$ cat config.mk
export PLATFORM = sky130hd
export DESIGN_NAME = mem_edit_panel
export DESIGN_NICKNAME = d
export VERILOG_FILES = /design/src/rtl/mem_edit_panel.sv
export SDC_FILE = /design/constraint.sdc
export NUM_CORES = 1
export LEC_CHECK = 0
export ABC_AREA = 1
export BUFFER_PORTS_ARGS = -buffer_cell sky130_fd_sc_hd__buf_2
export CAP_MARGIN = 10
export CORE_ASPECT_RATIO = 1.2
export CORE_MARGIN = 2
export CORE_UTILIZATION = 43
export CTS_CLUSTER_DIAMETER = 200
export CTS_CLUSTER_SIZE = 10
export DETAILED_ROUTE_END_ITERATION = 8
export GPL_TIMING_DRIVEN = 0
export RECOVER_POWER = 25
export SLEW_MARGIN = 20
export SYNTH_ARGS = -nofsm -noshare
export SYNTH_HDL_FRONTEND = slang
export SYNTH_SLANG_ARGS = --single-unit
$ cat constraint.sdc
create_clock -name clk -period 3.1 [get_ports clk]
set_input_delay 0.62 -clock clk [delete_from_list [all_inputs] [get_ports clk]]
set_output_delay 0.62 -clock clk [all_outputs]
set_load 0.005 [all_outputs]
$ cat src/rtl/mem_edit_panel.sv
module mem_edit_panel #(
  parameter int ADDR_W = 4,
  parameter int DATA_W = 8
) (
  input  logic              clk,
  input  logic              rst,
  input  logic [3:0]        press,
  output logic [ADDR_W-1:0] mem_addr,
  output logic [DATA_W-1:0] mem_wdata,
  output logic              mem_we,
  output logic [6:0]        seg_addr,
  output logic [6:0]        seg_hi,
  output logic [6:0]        seg_lo
);
  localparam int DEPTH = 1 << ADDR_W;

  typedef enum logic [1:0] {SWEEP, IDLE, WRITE} phase_t;

  phase_t            phase;
  logic [ADDR_W-1:0] ptr, sweep_ptr, rd_addr_q;
  logic              edit_up;
  logic [DATA_W-1:0] ram [DEPTH];
  logic [DATA_W-1:0] rd_data;

  wire sweeping = (phase == SWEEP);
  wire writing  = (phase == WRITE);
  wire step_any = press[2] | press[3];
  wire edit_any = ~step_any & (press[0] | press[1]);

  function automatic logic [6:0] hex7(input logic [3:0] n);
    case (n)
      4'h0: hex7 = 7'b1000000;
      4'h1: hex7 = 7'b1111001;
      4'h2: hex7 = 7'b0100100;
      4'h3: hex7 = 7'b0110000;
      4'h4: hex7 = 7'b0011001;
      4'h5: hex7 = 7'b0010010;
      4'h6: hex7 = 7'b0000010;
      4'h7: hex7 = 7'b1111000;
      4'h8: hex7 = 7'b0000000;
      4'h9: hex7 = 7'b0010000;
      4'hA: hex7 = 7'b0001000;
      4'hB: hex7 = 7'b0000011;
      4'hC: hex7 = 7'b1000110;
      4'hD: hex7 = 7'b0100001;
      4'hE: hex7 = 7'b0000110;
      default: hex7 = 7'b0001110;
    endcase
  endfunction

  always_ff @(posedge clk) begin
    if (rst) begin
      phase     <= SWEEP;
      sweep_ptr <= '0;
      ptr       <= '0;
      edit_up   <= 1'b0;
    end else begin
      case (phase)
        SWEEP: begin
          sweep_ptr <= sweep_ptr + 1'b1;
          if (&sweep_ptr) phase <= IDLE;
        end
        IDLE: begin
          if (step_any)
            ptr <= press[2] ? ptr + 1'b1 : ptr - 1'b1;
          else if (edit_any) begin
            phase   <= WRITE;
            edit_up <= press[0];
          end
        end
        default: phase <= IDLE;
      endcase
    end
  end

  always_ff @(posedge clk) begin
    if (mem_we) ram[mem_addr] <= mem_wdata;
    rd_addr_q <= mem_addr;
  end

  assign rd_data   = ram[rd_addr_q];
  assign mem_addr  = sweeping ? sweep_ptr : ptr;
  assign mem_we    = sweeping | writing;
  assign mem_wdata = sweeping ? '0 : (edit_up ? rd_data + 1'b1 : rd_data - 1'b1);

  assign seg_addr = hex7(4'(mem_addr));
  assign seg_hi   = hex7(rd_data[DATA_W-1 -: 4]);
  assign seg_lo   = hex7(rd_data[3:0]);
endmodule

Word level (Yosys, flattened, before mapping)

Memories as Yosys holds them, arrays and structs flattened. A register that Yosys moved wholly into a read port is not among the register bits.
Index checks and enable logic that the tools add are counted.

Add/subtract/negate cells: 5
Eq/ne operators: 5
Muxes and demuxes: 10
Bitwise gates (word level): 5
Reductions and logical operators: 5

Operators with widths:

| cell                                                                    | count |
|---|---|
| 8-bit two-way mux                                                       | 2 |
| 4-bit by 1-bit adder with 4-bit output, second input constant           | 2 |
| 8-bit by 1-bit adder with 8-bit output, second input constant           | 1 |
| 4-bit two-way mux                                                       | 2 |
| 8-bit by 1-bit subtractor with 8-bit output, second input constant      | 1 |
| 2-bit two-way mux                                                       | 3 |
| 3-bit AND reduction                                                     | 2 |
| 2-bit inequality test, second input constant                            | 2 |
| 2-bit case mux with 2 select lines                                      | 1 |
| 4-bit AND reduction                                                     | 1 |
| 4-bit by 1-bit subtractor with 4-bit output, second input constant      | 1 |
| 1-bit OR                                                                | 3 |
| 2-bit by 1-bit equality test with 1-bit output, second input constant   | 1 |
| 2-bit equality test, second input constant                              | 1 |
| 2-bit zero test                                                         | 1 |
| 1-bit two-way mux                                                       | 2 |
| 2-bit by 1-bit inequality test with 1-bit output, second input constant | 1 |
| 2-bit AND reduction                                                     | 1 |
| 1-bit bitwise AND                                                       | 1 |
| 1-bit inverter                                                          | 1 |

Register bits after elaboration: 11
Memory bits (writable): 128
ROM bits: 336
Input port bits: 6
Memories: 4

Memory list:

| name            | depth | bits a word | read ports | clocked after Yosys merged registers in | wr ports | RTL line | RTL |
|---|---|---|---|---|---|---|---|
| ram             | 16    | 8           | 1          | 1                                       | 1        | 22       | `logic [DATA_W-1:0] ram [DEPTH];` |
| (no name shown) | 16    | 7           | 1          | 0                                       | 0        | 31       | `case (n)` |
| (no name shown) | 16    | 7           | 1          | 0                                       | 0        | 31       |  |
| (no name shown) | 16    | 7           | 1          | 0                                       | 0        | 31       |  |

Longest topological paths before layout

Depth in word-level cells: 6
Gate-level depth with buffers: 19
Depth with buffers taken out: 16

Worst setup path before layout

OpenSTA, ideal clock, no wires.

Path kind: register to output
Start point: register with a tool-made name
End point: output mem_wdata[6]
Data arrival time: 2708 ps
Required time: 2480 ps
Slack: -228 ps
Cell stages (with the launch flop): 17
Path buffers: 3
Cell sequence: dfxtp_1 buf_6 inv_6 buf_6 buf_6 nor2_1 nor2_1 o21ai_2 o211ai_1 nand3_1 nand2_2 inv_1 fa_1 o21ai_0 a21o_1 a21oi_1 a21oi_1

RTL lines:

| element   | RTL line | RTL |
|---|---|---|
| to (decl) | 9        | `output logic [DATA_W-1:0] mem_wdata,` |

==> out/results.txt <==
In this design, the stage delay of the slowest critical-path cell is 0.33 ns. The endpoint class of the critical path was a primary output. The tools report the total of hold buffers inserted after clock tree synthesis as 0. Row generation in the floorplan step produced 50 rows. The first-pass GRT wire length was 29100 um; the deepest clock path buffer count was 2. The core region is 15600 um2.

The number of hold violations in the final report was 0; the clock edge transition at the registers on the reported setup and hold paths was 0.06 ns. The number of nets in the synthesized netlist is 699. The mapped netlist covers 6910 um2. Counting the fill cells in the layout gives 1304. The logs give 23.0% for the aggregate global-route resource usage and 30.2% for the worst slew slack as a fraction of its limit. The critical path goes through buf_8 > buf_8 > buf_8 > o21ai_0 > o211ai_1 > nand3_2 > nand2_4 > ha_4 > a21oi_2 > o21ai_2 > a21o_1 > a21oi_4 > o21ai_2 > a21oi_4 > buf_2. The run gives 0 as the total count of max-transition violations in the final report. Setup repair after global routing could not meet its margin everywhere.

Average size of a mapped cell: 10.4 um2. Final weighted congestion in routability-driven placement: 0.841. The via count of the routed design is 5411, and the maximum fanout count along the critical path is 7.

For the final routed database, the setup TNS stands at -4.35 ns. Clock latency reported for the late side of the worst-skew pair: 0.42 ns. The number of global-route vias before repair was 5279; the sequential area share after synthesis was 60.0%. In the synthesized netlist, the number of instances is 666. For the register-to-register path setup slack, the log shows 0.09 ns.

The synthesized design contains 143 register bits. The number of clock sinks is 143. The area growth from synthesis to layout is 31.9%.

In this run the static leakage power is 0.00360 uW. The path type of the worst min-delay path was input port to flip-flop. Measured on the finished design, the core utilization comes to 58.3%.

The die is 143 um tall. The total power is 5620 uW, and the share of post-route cells with drive strength above 1 is 32.4%. Dividing the detail-routed wire length by the instance count gives 19.5 um. STA puts the critical path data required time at 2.48 ns. The tools report the cell area after layout as 9110 um2.

During I/O placement, the number of pins put on the boundary was 40. The initial standard-cell utilization of the core is 44.2%, and the fraction of post-synthesis cell area in the top cell type by area is 55.6%. The maximum vdd ir drop was 378 uV. The most numerous cell type found on the critical path is buf_8.

In the final design database the tool counted 813 nets. The worst setup path is launched from a flip-flop. Setup violations remaining at the end of the flow were counted as 19.

Buffers inserted during clock tree synthesis total 17. For this run, the number of Yosys warnings is 0. The H-tree was split into 4 levels. The number of max-capacitance violations reported was 0; the maximum clock frequency was 269 MHz. Summing all placed instances gives a cell area of 7370 um2. In the synthesized netlist the async set-or-reset flop fraction comes to 0%. The number of optimization iterations in the first detailed-route pass was 5; the post-DP HPWL was 11800 um. The biggest area contributor in the post-synthesis netlist is edfxtp_1. In this run the remaining antenna-violating nets after routing total 0. TritonCTS built the clock tree. The number of antenna violations at the first check in global routing came out at 0. Prior to clock tree synthesis, the placed netlist has a worst setup slack of -1.30 ns. The number of antenna diodes in the final layout is 0. Entering global routing, the biggest net connects 18 pins. The cell area power density was 616 nW/um2.

Clock skew on the completed layout was measured at 0.00581 ns. The flow ran to the end, but the final reports show violations. The die covers 17100 um2.

In this run the tool buffered the top-level ports with 39 buffer cells. At the worst endpoint, the arrival time is 3.10 ns. After synthesis, the netlist uses 36 different library cells. In this run, synthesis inferred 128 flip-flops with an integrated enable.

Global routing finished with a remaining overflow of 0. After synthesis, the cell types taking the most area are edfxtp_1 (56%), nand2_1 (5.8%), nor2_1 (5.8%), ha_1 (4.5%), dfxtp_1 (4.3%). The tree is rooted in a clkbuf_16. The main flop type after synthesis is edfxtp_1. The transition time at the pin with the least slew margin works out to 1.04 ns. From left edge to right edge, the die measures 120 um. Final critical delay including setup and external delays: 3.72 ns. The worst setup path is of the flip-flop to primary output kind. On the critical path, the stage with the largest delay is an instance of dfxtp_2. The logs give -0.621 ns for the setup slack after layout and 432 for the detailed router's first-iteration violation count.

For the aggregate routed wire length, the log shows 19500 um. After detailed routing, the number of remaining DRC violations is 0. The checks that failed: setup timing. The final clock period utilization by the worst path is 120%, and the number of vias per cell after detailed routing is 5.41.
[placed cells by master (no fill, tap or decap), drive strengths merged, types with 3 or more instances in the layout]
master | Yosys | layout
edfxtp | 128 | 128
buf | 25 | 120
nand2 | 118 | 118
nor2 | 111 | 111
o21ai | 77 | 77
inv | 54 | 54
nand3 | 41 | 41
o211ai | 27 | 27
ha | 25 | 25
clkbuf | 3 | 20
a21oi | 20 | 20
dfxtp | 15 | 15
clkinv | 1 | 7
clkinvlp | 0 | 6
o221ai | 3 | 3
xor2 | 3 | 3
bufinv | 0 | 3
[what timing repair did]
action / 4_1_cts / 5_1_grt
setup endpoints to repair: 145 / 37
gates resized for setup: 127 / 45
pin swaps: 46 / 36
buffers inserted: 47 / 10
gates cloned: 2 / 1
[cells by family (layout without fill, tap and decap cells)]
kind of cell	Yosys count	in the layout	synth area share [%]
XOR/XNOR	5	5	0.634
adder cells (fa/ha/maj)	27	27	5.11
flip-flops	143	143	60.0
AND/OR/NAND/NOR	273	273	16.5
AO/OA/AOI/OAI	135	135	11.4
buffers and inverters	83	210	6.45
[final timing paths]
path                                   start      endpoint  cells past startpoint
worst max register to register     flip-flop     ram[6][6]                     17
worst min register to register  sweep_ptr[3]      phase[0]                      2
worst min-delay path                     rst        ptr[3]                      2
worst max-delay path               flip-flop  mem_wdata[6]                     15
[sequential cells by signal, indices dropped and copies added (netlist names), named ones only]
register,flops
sweep_ptr,4
phase,2
ptr,4
ram,128
edit_up,1
[layout make-up]
cell class | instances | area [um2] | share of cell area, %
Sequential cell | 143 | 4150 | 45.5
Clock buffer | 17 | 425 | 4.67
Timing Repair Buffer | 96 | 747 | 8.20
Inverter | 55 | 238 | 2.61
Tap cell | 208 | 260 | 2.86
Clock inverter | 15 | 169 | 1.85
Buffer | 27 | 318 | 3.49
Multi-Input combinational cell | 440 | 2810 | 30.8
[power by group]
| group | switching (uW) | leakage, uW | internal, uW |
|---|---|---|---|
| sequential | 14.4 | 0.00136 | 2120 |
| clock | 801 | 0.000281 | 1260 |
| combinational | 804 | 0.00196 | 620 |
[synth_stat cells, types with 3 or more instances]
cell type    n
a21oi_1     20
buf_2        5
nor2_2       5
inv_2        5
edfxtp_1   128
dfxtp_1     15
o21ai_1     15
o21ai_2      3
buf_4        8
ha_1        25
o221ai_1     3
clkbuf_1     3
nand2_1    106
xor2_1       3
buf_6       12
o211ai_1    27
inv_1       47
nor2_1     106
nand3_1     40
o21ai_0     59
nand2_2     10
[metrics by stage]
stage                     cells  hold WS, ns
after global routing       1001        0.422
after global placement      913        0.475
final                      1001        0.415
after detailed placement    913        0.481
after floorplan             666        0.444
after CTS                   992        0.408
[critical path: cells and delay by family, from the launching register on]
family | cells | cell delay (ns)
DFF | 1 | 0.33
adders and majority gates | 1 | 0.22
AOI/OAI and AO/OA | 8 | 1.28
buffers and inverters | 4 | 0.56
and+or+nand+nor | 2 | 0.27
[per-layer routing]
metal  part of all wire, %  track usage (%)  vias up
met3                   6.6             5.15       44
met4                   3.4             12.0        0
met1                    38             25.7     2609
met2                    52             41.1      218
li1                      -                -     2540
met5                     0                0        -
Power figures use the tool's default switching activity.
